===== config.mk =====
export PLATFORM = sky130hd
export DESIGN_NAME = irq_vector_ctrl
export DESIGN_NICKNAME = d
export VERILOG_FILES = /design/src/rtl/irq_pkg.sv /design/src/rtl/irq_edge_det.sv /design/src/rtl/irq_prio_pick.sv /design/src/rtl/irq_vector_ctrl.sv
export SDC_FILE = /design/constraint.sdc
export NUM_CORES = 1
export LEC_CHECK = 0
export BUFFER_PORTS_ARGS = -buffer_cell sky130_fd_sc_hd__buf_2
export CAP_MARGIN = 20
export CORE_UTILIZATION = 54
export DETAILED_ROUTE_END_ITERATION = 10
export MAX_ROUTING_LAYER = met4
export PLACE_DENSITY = 0.78
export SLEW_MARGIN = 40
export SYNTH_ARGS = -nofsm -noshare
export SYNTH_HDL_FRONTEND = slang
export SYNTH_SLANG_ARGS = --single-unit
export TNS_END_PERCENT = 50

===== constraint.sdc =====
create_clock -name clk -period 2.1 [get_ports clk]
set_clock_uncertainty 0.05 [all_clocks]
set_input_delay 0.21 -clock clk [delete_from_list [all_inputs] [get_ports clk]]
set_output_delay 0.21 -clock clk [all_outputs]
set_load 0.02 [all_outputs]

===== src/rtl/irq_pkg.sv =====
package irq_pkg;
    localparam int NSRC = 6;
    localparam int SRC_IW = $clog2(NSRC);

    typedef enum logic [2:0] {
        REG_GIE    = 3'd0,
        REG_SRC_EN = 3'd1,
        REG_SRC_CL = 3'd2,
        REG_EDGE   = 3'd3,
        REG_MEM_EN = 3'd4,
        REG_MEM_CL = 3'd5
    } reg_addr_e;

    localparam int SRC_GRP0 = 4;
    localparam int SRC_GRP1 = 5;
endpackage


===== src/rtl/irq_edge_det.sv =====
module irq_edge_det #(
    parameter int SYNC_STAGES = 2
) (
    input  logic       clk,
    input  logic       rst_n,
    input  logic       pin,
    input  logic [1:0] mode,
    output logic       evt
);
    logic [SYNC_STAGES-1:0] sync_q, sync_d;
    logic                   prev_q, prev_d;
    logic                   lvl, rise, fall;

    always_comb begin
        if (SYNC_STAGES > 1)
            sync_d = {sync_q[SYNC_STAGES-2:0], pin};
        else
            sync_d = pin;
        lvl    = sync_q[SYNC_STAGES-1];
        prev_d = lvl;
        rise   = lvl & ~prev_q;
        fall   = ~lvl & prev_q;
        evt    = (mode[0] & rise) | (mode[1] & fall);
    end

    always_ff @(posedge clk or negedge rst_n) begin
        if (!rst_n) begin
            sync_q <= '0;
            prev_q <= 1'b0;
        end else begin
            sync_q <= sync_d;
            prev_q <= prev_d;
        end
    end

    assert_evt_needs_mode_R10: assert property (@(posedge clk) disable iff (!rst_n)
        evt |-> (mode != 2'b00));
endmodule


===== src/rtl/irq_prio_pick.sv =====
module irq_prio_pick #(
    parameter int N  = 6,
    parameter int IW = 3
) (
    input  logic [N-1:0]  req,
    output logic [N-1:0]  grant,
    output logic [IW-1:0] idx,
    output logic          any
);
    logic [N:0] lower_any;
    assign lower_any[0] = 1'b0;

    genvar i;
    generate
        for (i = 0; i < N; i++) begin : g_slot
            assign lower_any[i+1] = lower_any[i] | req[i];
            assign grant[i]       = req[i] & ~lower_any[i];
        end
    endgenerate

    always_comb begin
        idx = '0;
        for (int k = N - 1; k >= 0; k--) begin
            if (grant[k]) idx = IW'(k);
        end
    end

    assign any = lower_any[N];

    always_comb begin
        assert_grant_onehot_R4: assert ($onehot0(grant));
        assert_grant_in_req_R4: assert ((grant & ~req) == '0);
    end
endmodule


===== src/rtl/irq_vector_ctrl.sv =====
module irq_vector_ctrl
    import irq_pkg::*;
#(
    parameter int VEC_W       = 8,
    parameter int VEC_BASE    = 4,
    parameter int VEC_STEP    = 4,
    parameter int SYNC_STAGES = 2,
    parameter int G0_N        = 2,
    parameter int G1_N        = 4
) (
    input  logic             clk,
    input  logic             rst_n,
    input  logic             tick,
    input  logic [1:0]       ext_pin,
    input  logic [1:0]       tmr_ovf,
    input  logic [G0_N-1:0]  grp0_evt,
    input  logic [G1_N-1:0]  grp1_evt,
    input  logic             wr_en,
    input  logic [2:0]       wr_addr,
    input  logic [7:0]       wr_data,
    input  logic             stack_full,
    output logic             ack,
    output logic [VEC_W-1:0] ack_vec
);
    localparam int MEM_N = G0_N + G1_N;

    typedef struct packed {
        logic             gie;
        logic [NSRC-1:0]  src_en;
        logic [NSRC-1:0]  src_flag;
        logic [3:0]       edge_sel;
        logic [MEM_N-1:0] mem_en;
        logic [MEM_N-1:0] mem_flag;
        logic             ack;
        logic [VEC_W-1:0] vec;
    } ctl_t;

    ctl_t st_q, st_d;

    logic [1:0]        ext_evt;
    logic [NSRC-1:0]   pend, grant;
    logic [SRC_IW-1:0] win_idx;
    logic              win_any;

    genvar p;
    generate
        for (p = 0; p < 2; p++) begin : g_pin
            irq_edge_det #(.SYNC_STAGES(SYNC_STAGES)) edge_i (
                .clk  (clk),
                .rst_n(rst_n),
                .pin  (ext_pin[p]),
                .mode (st_q.edge_sel[2*p +: 2]),
                .evt  (ext_evt[p])
            );
        end
    endgenerate

    assign pend = st_q.src_flag & st_q.src_en;

    irq_prio_pick #(.N(NSRC), .IW(SRC_IW)) pick_i (
        .req  (pend),
        .grant(grant),
        .idx  (win_idx),
        .any  (win_any)
    );

    logic             accept;
    logic [NSRC-1:0]  src_clr, src_set;
    logic [MEM_N-1:0] mem_clr, mem_evt, act_q, act_d;
    logic             g0_set, g1_set;

    always_comb begin
        st_d     = st_q;
        st_d.ack = 1'b0;
        src_clr  = '0;
        mem_clr  = '0;

        if (wr_en) begin
            case (reg_addr_e'(wr_addr))
                REG_GIE:    st_d.gie      = wr_data[0];
                REG_SRC_EN: st_d.src_en   = wr_data[NSRC-1:0];
                REG_SRC_CL: src_clr       = wr_data[NSRC-1:0];
                REG_EDGE:   st_d.edge_sel = wr_data[3:0];
                REG_MEM_EN: st_d.mem_en   = wr_data[MEM_N-1:0];
                REG_MEM_CL: mem_clr       = wr_data[MEM_N-1:0];
                default: ;
            endcase
        end

        mem_evt       = {grp1_evt, grp0_evt};
        st_d.mem_flag = (st_q.mem_flag & ~mem_clr) | mem_evt;
        act_q         = st_q.mem_flag & st_q.mem_en;
        act_d         = st_d.mem_flag & st_d.mem_en;
        g0_set        = |(act_d[G0_N-1:0] & ~act_q[G0_N-1:0]);
        g1_set        = |(act_d[MEM_N-1:G0_N] & ~act_q[MEM_N-1:G0_N]);

        accept = tick & st_q.gie & ~stack_full & win_any;
        if (accept) begin
            src_clr  = src_clr | grant;
            st_d.gie = 1'b0;
            st_d.ack = 1'b1;
            st_d.vec = VEC_W'(VEC_BASE + VEC_STEP * int'(win_idx));
        end

        src_set       = {g1_set, g0_set, tmr_ovf, ext_evt};
        st_d.src_flag = (st_q.src_flag & ~src_clr) | src_set;
    end

    always_ff @(posedge clk or negedge rst_n) begin
        if (!rst_n) st_q <= '0;
        else        st_q <= st_d;
    end

    assign ack     = st_q.ack;
    assign ack_vec = st_q.vec;

    assert_single_ack_R5: assert property (@(posedge clk) disable iff (!rst_n)
        ack |=> !ack);
    assert_ack_after_tick_R5: assert property (@(posedge clk) disable iff (!rst_n)
        ack |-> $past(tick));
    assert_gie_off_after_ack_R6: assert property (@(posedge clk) disable iff (!rst_n)
        ack |-> !st_q.gie);
    assert_stack_hold_R7: assert property (@(posedge clk) disable iff (!rst_n)
        ack |-> $past(!stack_full));
    assert_needs_gie_R2: assert property (@(posedge clk) disable iff (!rst_n)
        ack |-> $past(st_q.gie));
    assert_vec_legal_R4: assert property (@(posedge clk) disable iff (!rst_n)
        ack |-> (ack_vec >= VEC_W'(VEC_BASE) &&
                 ack_vec <= VEC_W'(VEC_BASE + VEC_STEP * (NSRC - 1))));
endmodule


Word level (Yosys, flattened, before mapping)
Index checks and enable logic that the tools add are counted.

operators by class
  $mul = 0
  muxes and demuxes = 18
  add/sub/neg operators = 1
  reductions and logical operators = 8
  order comparisons = 0
  divide/modulo/power cells = 0
  eq/ne operators = 5
  shifts and indexed selects = 0
  bitwise operators = 47

operators by type and width
  cell                                            count
  2-to-1 mux 6 bit                                8
  AND 6 bit                                       5
  2-to-1 mux 3 bit                                6
  bitwise OR 6 bit                                3
  AND 1 bit                                       16
  NOT 6 bit                                       2
  NOT 1 bit                                       10
  2-to-1 mux 9 bit                                1
  2-to-1 mux 7 bit                                1
  bitwise OR 1 bit                                7
  adder 3 x 5 -> 6 bit (first input constant)     1
  == test 3 x 2 -> 1 bit (second input constant)  2
  == test 3 bit (second input constant)           2
  AND reduction 2 bit                             3
  AND 4 bit                                       1
  NOT 4 bit                                       1
  nonzero test 2 bit                              2
  OR reduction 4 bit                              1
  == test 3 x 1 -> 1 bit (second input constant)  1
  logical NOT 3 bit                               1
  AND 2 bit                                       1
  2-to-1 mux 1 bit                                2
  NOT 2 bit                                       1
  OR reduction 2 bit                              1

storage, ports and cells
  register bits = 44
  word-level logic and storage cells = 91
  bits in read-only memories = 0
  bits of input ports = 26
  output and inout port bits = 9
  memories kept = 0
  bits in writable memories = 0
  latch bits = 0

Logic depth before layout (Yosys ltp)
Gate-level depths: netlist of run 1.

  depth after elaboration = 15
  depth in mapped cells = 6
  depth with buffers taken out = 5

Cells and area by module
A second synthesis of run 1 with hierarchy kept.

unflattened totals
  cells, all modules = 171
  area total of the unflattened synthesis = 1,923.1 um^2

by module, submodules not included
  module           sequential area each (um^2)  times used  area an instance (um^2)  cells an instance
  irq_vector_ctrl  850.8                        1           1,639.1                  142
  irq_edge_det     75.1                         2           95.1                     6
  irq_prio_pick    0.0                          1           93.8                     17

Least setup slack after synthesis of run 1
Ideal clock, no wire load.

  path kind = register to register
  start point = register st_q[25] in the netlist's numbering
  end point = register st_q[30] in the netlist's numbering
  buffers on the path = 0
  data arrival time = 1.651 ns
  clock period less this slack = 1.834 ns
  cell stages (with the launch flop) = 6
  setup time = 0.133 ns
  data required time = 1.917 ns
  setup slack = 0.266 ns
  cells stage by stage = dfrtp_1 a222oi_1 nand2_1 o311a_1 a31oi_1 nand4_1

RTL lines
  item                    line                    RTL
  from (decl)             irq_vector_ctrl.sv:38   ctl_t st_q, st_d;
  from (signal assigned)  irq_vector_ctrl.sv:111  else st_q <= st_d;

==> results.json, run 1 <==
{
  "status": "finished clean",
  "start_util_pct": 58.2,
  "async_flop_share_pct": 100,
  "cts_buffer_depth": 2,
  "hold_buffers": 6,
  "crit_chain": "a222oi_1 -> buf_4 -> nand2_1 -> o311a_1 -> a31oi_1 -> nand4_1",
  "min_period_ns": 1.82,
  "grt_pass1_wl_mm": 5.91,
  "cts_buffers": 5,
  "die_w_um": 60.1,
  "grt_max_degree": 41,
  "fillers": 240,
  "clock_latency_ns": 0.34,
  "netlist_instances": 173,
  "num_io_pins": 35,
  "core_mm2": 0.00313,
  "ys_dominant_reg_cell": "dfrtp_1",
  "grt.overflow.total": 0,
  "dp_hpwl_mm": 2.59,
  "io_buffers": 28,
  "crit_required_ns": 2.26,
  "drtIter0Drc": 55,
  "ys_seq_elements": 40,
  "post_cts_buffers": 0,
  "slew_headroom_pct": 62.9,
  "dieArea_mm2": 0.00361,
  "rsz0062_at_grt": "false",
  "track_usage_pct": 24.0,
  "dr.pass1.iters": 4,
  "cts_tree": "built",
  "power.leakage_uw": 0.000934,
  "final_area_mm2": 0.00211,
  "nets": 236,
  "critical_path_class": "register to register",
  "setup_tns_ns": 0,
  "antenna_found_initial": 0,
  "worst-slew-pin-transition_ns": 0.554,
  "slew_violations": 0,
  "synth.most_common_cell": "nand2_1",
  "antenna_cells": 0,
  "syn_to_final_growth_pct": 15.9,
  "place_congestion": 0.866,
  "yosysSeqAreaShare_pct": 55.0,
  "clock-sinks": 40,
  "vias": 1419,
  "cp_max_fo": 7,
  "end_kind": "register",
  "cts.clk_slew.worst_paths_ns": 0.11,
  "power_density_mw_per_mm2": 866,
  "cpMaxStageDelayCell": "dfrtp_1",
  "setup_viol": 0,
  "ys_top_cells_by_area": "dfrtp_1, nand2_1, mux2_2, buf_4, a21o_1",
  "synth_edf_count": 0,
  "drc_errors": 0,
  "fin_util_pct": 67.4,
  "synth_top_cell_by_area": "dfrtp_1",
  "post_cts_resized": 0,
  "yosysWarnings": 0,
  "cp-start-kind": "register",
  "place_area_mm2": 0.00198,
  "drive_above_1_share_pct": 25.7,
  "synth_cell_type_count": 36,
  "hold_viol": 0,
  "worstPathArrival_ns": 1.98,
  "ir_worst_vdd_mv": 0.485,
  "drt-vias-per-instance": 5.59,
  "die_h_um": 60.1,
  "fmax_mhz": 550,
  "p_total_uw": 1830,
  "ant_nets": 0,
  "netlist.area_leader.share_pct": 55.0,
  "cts.htree.levels": 2,
  "wl_per_cell_um": 13.9,
  "avgSynthCellArea_um2": 10.5,
  "grt_pass1_vias": 1329,
  "synthTopCellsByCount": "nand2_1, dfrtp_1, mux2_2, buf_4, nor2_1",
  "core.rowCount": 20,
  "drv_cap": 0,
  "critPathMaxStageDelay_ns": 0.41,
  "cts-root-buf": "clkbuf_4",
  "syn_area_mm2": 0.00182,
  "drt_wl_total_mm": 3.53,
  "fin_crit_sh_pct": 86.6,
  "hold_path.class": "input pin to register"
}
[metrics by stage]
stage	hold slack, ns	std cells	setup slack [ns]
3_5_place_dp	0.270	241	0.306
6_report	0.0150	254	0.281
5_1_grt	0.000694	254	0.210
4_1_cts	0.00245	254	0.291
2_1_floorplan	-0.136	176	0.266
3_3_place_gp	0.270	241	0.369
[placed cells by master (no fill, tap or decap), drive strengths merged, types with 2 or more instances in the layout]
| master | instances |
|---|---|
| a21boi | 2 |
| a21o | 6 |
| a21oi | 3 |
| a22oi | 2 |
| a31o | 2 |
| a31oi | 3 |
| a32oi | 2 |
| buf | 31 |
| clkbuf | 7 |
| conb | 4 |
| dfrtp | 40 |
| dlygate4sd3 | 6 |
| mux2 | 11 |
| nand2 | 45 |
| nand3 | 5 |
| nand3b | 5 |
| nand4 | 2 |
| nor2 | 8 |
| nor2b | 3 |
| nor4bb | 2 |
| o211ai | 3 |
| o21ai | 3 |
[worst max-delay path: cells and delay by family, from the launching register on]
| family | cells | cell delay, ns |
|---|---|---|
| AOI/OAI and AO/OA | 3 | 0.83 |
| DFF | 1 | 0.41 |
| buffers and inverters | 1 | 0.21 |
| and+or+nand+nor | 2 | 0.18 |
[sequential cells by signal (all words and copies together), names as in the netlist]
| signal | count |
|---|---|
| st_q | 29 |
| ack_vec | 4 |
| g_pin.edge_i.sync_q | 4 |
| g_pin.edge_i.prev_q | 2 |
| ack | 1 |
[report_power, final]
| group | leakage [uW] | switching, uW | internal (uW) |
|---|---|---|---|
| Clock | 0.0000374 | 226 | 190 |
| Combinational | 0.000446 | 232 | 195 |
| Sequential | 0.000450 | 85.8 | 899 |
[path summary, 6_finish.rpt]
path,depth (start not counted),slack (ns),end,from
max in group asynchronous,2,1.35,st_q[24]$_DFFE_PN0P_,rst_n
min reg2reg,0,0.31,g_pin[0].edge_i.sync_q[1]$_DFF_PN0_,g_pin[0].edge_i.sync_q[0]$_DFF_PN0_
max reg2reg,6,0.28,st_q[30]$_DFF_PN0_,st_q[25]$_DFF_PN0_
min,2,0.01,st_q[14]$_DFF_PN0_,grp1_evt[3]
min in group asynchronous,2,0.31,ack_vec[4]$_DFFE_PN0N_,rst_n
max,6,0.28,st_q[30]$_DFF_PN0_,st_q[25]$_DFF_PN0_
[layer usage]
| layer | GRT usage [%] | share of wire, % |
|---|---|---|
| met2 | 38.9 | 50 |
| met1 | 28.5 | 43 |
| met5 | - | 0 |
| met4 | 8.97 | 1.3 |
| met3 | 6.93 | 5.5 |
[logic make-up (layout without fill, tap and decap cells)]
group / after synthesis / in the layout / synth area share, %
AND/OR/NAND/NOR: 78 / 78 / 21.0
flip-flops: 40 / 40 / 55.0
AO/OA/AOI/OAI: 31 / 31 / 12.6
multiplexers: 12 / 12 / 7.35
buffers and inverters: 11 / 45 / 3.92
other: 1 / 4 / 0.206
[layout make-up]
type	instances	area (um^2)	share of cell area [%]
flip-flops and latches	40	1000	47.4
well taps	44	55.1	2.61
inverters	1	3.75	0.178
multi-input cells	125	759	36.0
repair buffers	37	225	10.7
clock buffers	7	65.1	3.08
Note: power is estimated with default switching activity, not from simulation.
==> inputs of run 2 (changes only) <==
--- a/config.mk
+++ b/config.mk
@@ -5,6 +5,7 @@
 export SDC_FILE = /design/constraint.sdc
 export NUM_CORES = 1
 export LEC_CHECK = 0
+export ABC_AREA = 1
 export BUFFER_PORTS_ARGS = -buffer_cell sky130_fd_sc_hd__buf_2
 export CAP_MARGIN = 20
 export CORE_UTILIZATION = 54
==> run 2 against run 1 <==
Effect of this change:
- setup slack improved by 0.38 ns
- clock-buffer cell count is 2 lower
- design area fell by 0.95%
- global-route usage shrank 1.7 points
- die area up 1.2%
- via count increased by 0.85%
- sequential share of layout area rose by 0.45 points
- routed wire length down 8.2%
- synthesized area rose by 1.2%
- fmax rose by 26%
- sequential power is 3.0% lower
- non-clock buffer count fell by 3
- critical endpoint is now ack_vec[4]$_DFFE_PN0N_
- largest cell class unchanged
- largest power group unchanged
- highest routed layer unchanged
==> results.json, run 2 <==
{
  "cts.htree.levels": 2,
  "critical_path_class": "register to register",
  "post_cts_resized": 0,
  "slew_violations": 0,
  "rsz0062_at_grt": "false",
  "io_buffers": 28,
  "critPathBufInv": 1,
  "crit_required_ns": 2.29,
  "clock_latency_ns": 0.35,
  "cp-start-kind": "register",
  "reg_top3": "st_q (29), ack_vec (4), g_pin.edge_i.sync_q (4)",
  "place_congestion": 0.820,
  "ys_top_cells_by_area": "dfrtp_1, nand2_1, inv_1, nand3_1, o21ai_0",
  "dp_hpwl_mm": 2.41,
  "grt_max_degree": 41,
  "drive_above_1_share_pct": 18.8,
  "setup_viol": 0,
  "synth_top_family_by_area": "simple AND/OR/NAND/NOR gates",
  "top_register": "st_q",
  "drt_wl_total_mm": 3.24,
  "largest_reg_flops": 29,
  "end_kind": "register",
  "drc_errors": 0,
  "synth-compound-area-share_pct": 9.84,
  "grt_pass1_vias": 1305,
  "yosys.area_share.simple_pct": 25.0,
  "netlist_instances": 221,
  "dpl.cell_count": 286,
  "ys_dominant_reg_cell": "dfrtp_1",
  "start_util_pct": 58.5,
  "cpMaxStageDelayCell": "dfrtp_1",
  "cts_tree": "built",
  "ys_seq_elements": 40,
  "place_area_mm2": 0.00198,
  "yosysSeqAreaShare_pct": 54.3,
  "synthTopCellsByCount": "nand2_1, dfrtp_1, inv_1, nand3_1, o21ai_0",
  "clock-sinks": 40,
  "final_common_cell": "nand2_1",
  "cp_max_fo": 9,
  "drv_cap": 0,
  "synth_mux_area_share_pct": 0.611,
  "netlist.area_leader.share_pct": 54.3,
  "ant_nets": 0,
  "min_period_ns": 1.44,
  "synth_xor_area_share_pct": 0,
  "synth-adder-area-share_pct": 0,
  "power_density_mw_per_mm2": 827,
  "path_common_cell": "nand2_1",
  "syn_to_final_growth_pct": 13.4,
  "post_cts_buffers": 0,
  "synth_top_cell_by_area": "dfrtp_1",
  "die_w_um": 60.4,
  "final_cells": 299,
  "hold_viol": 0,
  "core.rowCount": 20,
  "cts_buffer_depth": 2,
  "antenna_cells": 0,
  "most-common-layout-cells": "nand2_1, dfrtp_1, inv_1, buf_2, nand3_1",
  "hold_path.class": "input pin to register",
  "yosysWarnings": 0,
  "synth.most_common_cell": "nand2_1",
  "cts_buffers": 5,
  "die_h_um": 60.4,
  "track_usage_pct": 22.3,
  "fmax_mhz": 694,
  "dieArea_mm2": 0.00365,
  "hold_buffers": 6,
  "num_io_pins": 35,
  "grt.overflow.total": 0,
  "syn_area_mm2": 0.00184,
  "dr.pass1.iters": 5,
  "nets": 281,
  "drt-vias-per-instance": 4.79,
  "wl_per_cell_um": 10.8,
  "ir_worst_vdd_mv": 0.513,
  "avgSynthCellArea_um2": 8.34,
  "critPathMaxStageDelay_ns": 0.42,
  "grt_pass1_wl_mm": 5.64,
  "whs_ns": 0.0219,
  "power.leakage_uw": 0.00109,
  "critPathTopFamily": "simple AND/OR/NAND/NOR gates",
  "core_mm2": 0.00315,
  "final_area_mm2": 0.00209,
  "async_flop_share_pct": 100,
  "crit_chain": "nand2_1 -> nand2_1 -> nor2_2 -> nand3_1 -> nand2_2 -> inv_2 -> nor2_1 -> a21oi_1",
  "synth_cell_type_count": 25,
  "status": "finished clean",
  "drtIter0Drc": 59,
  "antenna_found_initial": 0,
  "setup_tns_ns": 0,
  "cts-root-buf": "clkbuf_4",
  "fin_crit_sh_pct": 68.6,
  "synth_edf_count": 0,
  "cts.clk_slew.worst_paths_ns": 0.12,
  "vias": 1431,
  "worstPathArrival_ns": 1.63
}
-- run 2: changes by cell type in the layout (fill, tap and decap cells not counted), sizes merged, moves of 5 or more --
| cell | change |
|---|---|
| nand2 | +22 |
| nand3 | +12 |
| o21ai | +19 |
| nor2 | +10 |
| inv | +29 |
| a21o | -6 |
| nand3b | -5 |
| mux2 | -10 |
-- run 2: report_power, final --
part | leakage [uW] | internal [uW] | switching [uW]
combinational | 0.000603 | 159 | 255
clock | 0.0000271 | 122 | 237
sequential | 0.000457 | 890 | 64.6
-- run 2: cells by family (layout without fill, tap and decap cells) --
group           count (synthesis)  in the layout
flops                          40             40
other cells                     1              4
simple gates                  107            107
mux                             1              1
buf+inv                        40             71
compound gates                 32             32
-- run 2: cell type report --
type	instances	area [um^2]
fill	290	1060
sequential	40	1000
multi-input combinational	144	668
timing repair buffer	34	203
inverter	30	113
tap	44	55.1
clock buffer	5	37.5
clock inverter	2	12.5
-- run 2: worst min-delay path, stage by stage --
cell and delay, ns:
buf_2 0.07, inv_1 0.03, nand2_1 0.07
-- run 2: per-layer routing --
metal	part of all wire (%)	vias to the layer above	track usage, %
li1	-	756	-
met1	51	624	29.3
met2	42	47	33.3
met3	6.1	4	6.40
met4	1.4	0	7.79
met5	0	-	-
-- run 2: path summary, 6_finish.rpt --
check	endpoint	slack, ns	startpoint	cells past startpoint
hold reg to reg	g_pin[1].edge_i.sync_q[1]$_DFF_PN0_	0.31	g_pin[1].edge_i.sync_q[0]$_DFF_PN0_	0
min in group asynchronous	st_q[21]$_DFFE_PN0P_	0.30	rst_n	2
hold / removal	st_q[10]$_DFF_PN0_	0.02	grp0_evt[1]	3
setup reg to reg	ack_vec[4]$_DFFE_PN0N_	0.66	st_q[31]$_DFFE_PN0P_	8
setup / recovery	ack_vec[4]$_DFFE_PN0N_	0.66	st_q[31]$_DFFE_PN0P_	8
max in group asynchronous	st_q[35]$_DFFE_PN0P_	1.35	rst_n	2
-- run 2: metrics by stage --
step	power (uW)	setup slack [ns]	utilization (%)
floorplan	1300	0.846	-
global placement	1360	0.697	62.7
detailed placement	1380	0.672	62.8
CTS	1740	0.650	66.3
global route	1850	0.510	66.3
finish	1730	0.659	66.3
==> inputs of run 3 (changes only) <==
--- a/config.mk
+++ b/config.mk
@@ -5,13 +5,13 @@
 export SDC_FILE = /design/constraint.sdc
 export NUM_CORES = 1
 export LEC_CHECK = 0
-export ABC_AREA = 1
+export ABC_AREA = 0
 export BUFFER_PORTS_ARGS = -buffer_cell sky130_fd_sc_hd__buf_2
 export CAP_MARGIN = 20
-export CORE_UTILIZATION = 54
+export CORE_UTILIZATION = 49
 export DETAILED_ROUTE_END_ITERATION = 10
 export MAX_ROUTING_LAYER = met4
-export PLACE_DENSITY = 0.78
+export PLACE_DENSITY = 0.75
 export SLEW_MARGIN = 40
 export SYNTH_ARGS = -nofsm -noshare
 export SYNTH_HDL_FRONTEND = slang
==> constraint.sdc (replaced) <==
create_clock -name clk -period 1.2 [get_ports clk]
set_clock_uncertainty 0.05 [all_clocks]
set_input_delay 0.12 -clock clk [delete_from_list [all_inputs] [get_ports clk]]
set_output_delay 0.12 -clock clk [all_outputs]
set_load 0.02 [all_outputs]
==> run 3 against run 2 <==
Effect of this change:
- highest routed layer unchanged
- utilization increased by 5.2 points
- design area up 18%
- largest power group unchanged
- combinational power rose to 2.6 times the previous value
- routed wire length grew 28%
- first-iteration DRC count rose to 2.5 times the previous value
- fmax shrank 15%
- the run now ends with negative setup slack left
- critical path type unchanged
- register-to-register slack got worse by 1.2 ns
==> results.json, run 3 (same netlist as run 1, synthesis figures left out) <==
{
  "min_period_ns": 1.70,
  "power_density_mw_per_mm2": 1570,
  "core.rowCount": 21,
  "r2r_start": "st_q[31]$_DFFE_PN0P_",
  "grt_pass1_vias": 1533,
  "cts_buffers": 5,
  "slew_violations": 0,
  "p_total_uw": 3870,
  "worst_r2r_endpoint": "st_q[27]$_DFF_PN0_",
  "end_kind": "register",
  "cts.htree.levels": 2,
  "cts_tree": "built",
  "status": "finished with violations",
  "worstPathArrival_ns": 1.85,
  "num_io_pins": 35,
  "drt-vias-per-instance": 5.36,
  "setup_viol": 13,
  "ir_worst_vdd_mv": 0.874,
  "start_util_pct": 52.9,
  "rsz0062_at_grt": "true",
  "cts_buffer_depth": 2,
  "rrSetupSlack_ns": -0.50,
  "reg_top3": "st_q (29), ack_vec (4), g_pin.edge_i.sync_q (4)",
  "fin_crit_sh_pct": 142,
  "whs_ns": 0.0624,
  "track_usage_pct": 23.6,
  "cpMaxStageDelayCell": "or4b_4",
  "most-common-layout-cells": "nand2_1, dfrtp_1, buf_4, buf_2",
  "nets": 271,
  "place_congestion": 0.823,
  "drtIter0Drc": 148,
  "antenna_found_initial": 0,
  "wl_per_cell_um": 14.2,
  "dieArea_mm2": 0.00396,
  "die_h_um": 63.0,
  "path_common_cell": "buf_4",
  "die_w_um": 63.0,
  "top_register": "st_q",
  "ant_nets": 0,
  "antenna_cells": 0,
  "drive_above_1_share_pct": 34.6,
  "critPathMaxStageDelay_ns": 0.51,
  "fillers": 252,
  "core_mm2": 0.00344,
  "dp_hpwl_mm": 2.98,
  "grt_max_degree": 41,
  "largest_reg_flops": 29,
  "dr.pass1.iters": 4,
  "drc_errors": 0,
  "fin_ws_ns": -0.500,
  "cts.clk_slew.worst_paths_ns": 0.08,
  "drv_cap": 0,
  "violations": "negative setup slack",
  "min_to": "st_q[18]$_DFF_PN0_",
  "clock_latency_ns": 0.30,
  "hold_path.class": "input pin to register",
  "grt_pass1_wl_mm": 7.00,
  "power.leakage_uw": 0.00113,
  "critical_path_class": "register to register",
  "syn_to_final_growth_pct": 35.2,
  "vias": 1566,
  "cts-root-buf": "clkbuf_8",
  "clock-sinks": 40,
  "cp-start-kind": "register",
  "fin_util_pct": 71.5,
  "holdCritStartpoint": "wr_data[3]",
  "final_common_cell": "nand2_1",
  "crit_required_ns": 1.35,
  "reg2reg_depth": 5,
  "fmax_mhz": 588,
  "crit_chain": "buf_4 -> buf_4 -> and2_4 -> or4b_4 -> a31o_4",
  "io_buffers": 28,
  "drt_wl_total_mm": 4.13,
  "cp_max_fo": 2,
  "hold_viol": 0,
  "hold_depth": 3,
  "grt.overflow.total": 0
}
## run 3: per-stage QoR
| step | area (um^2) | worst slack [ns] | std cells | setup TNS [ns] |
|---|---|---|---|---|
| 5_1_grt | 2460 | -0.584 | 292 | -5.24 |
| 4_1_cts | 2440 | -0.441 | 290 | -3.97 |
| 2_1_floorplan | 1830 | -0.589 | 176 | -4.85 |
| 6_report | 2460 | -0.500 | 292 | -4.26 |
| 3_5_place_dp | 2180 | -0.449 | 268 | -4.56 |
| 3_3_place_gp | 2180 | -0.423 | 268 | -3.90 |
## run 3: area by class of cell
type,count,area [um^2],area share (%)
flip-flops and latches,40,1000,40.7
multi-input cells,125,781,31.7
repair buffers,72,510,20.7
clock buffers,6,72.6,2.95
well taps,46,57.6,2.34
clock inverters,2,35.0,1.42
inverters,1,3.75,0.153
## run 3: per-layer routing
metal  GRT usage [%]  vias up  wire length [um]
li1                -      750                 -
met1            29.2      757              1720
met2            38.2       51              2120
met3            5.47        8               225
met4            7.56        0                63
met5               -        -                 0
## run 3: critical path: cells and delay by family, from the launching register on
| family | cells | cell delay [ns] |
|---|---|---|
| and+or+nand+nor | 2 | 0.64 |
| DFF | 1 | 0.40 |
| buffers and inverters | 2 | 0.27 |
| AOI/OAI and AO/OA | 1 | 0.24 |
## run 3: worst max path at each step
stage | start | slack, ns | end
floorplan | st_q[31]$_DFFE_PN0P_ | -0.59 | ack_vec[2]$_DFFE_PN0N_
global placement | st_q[31]$_DFFE_PN0P_ | -0.42 | st_q[30]$_DFF_PN0_
detailed placement | st_q[31]$_DFFE_PN0P_ | -0.45 | st_q[30]$_DFF_PN0_
CTS | st_q[25]$_DFF_PN0_ | -0.44 | st_q[30]$_DFF_PN0_
global route | st_q[31]$_DFFE_PN0P_ | -0.58 | st_q[30]$_DFF_PN0_
finish | st_q[31]$_DFFE_PN0P_ | -0.50 | st_q[27]$_DFF_PN0_
## run 3: what timing repair did
| item | CTS | global route |
|---|---|---|
| hold buffers | 11 | 0 |
| cloned | 0 | 0 |
| resized for setup | 4 | 1 |
| pin swaps | 5 | 4 |
| hold endpoints to repair | 50 | 0 |
| setup endpoints to repair | 12 | 12 |
| setup buffers | 3 | 2 |
## run 3: power breakdown
group / internal, uW / switching [uW] / leakage (uW) / total [uW]
clock: 617 / 466 / 0.0000552 / 1080
combinational: 572 / 489 / 0.000624 / 1060
sequential: 1570 / 148 / 0.000450 / 1720
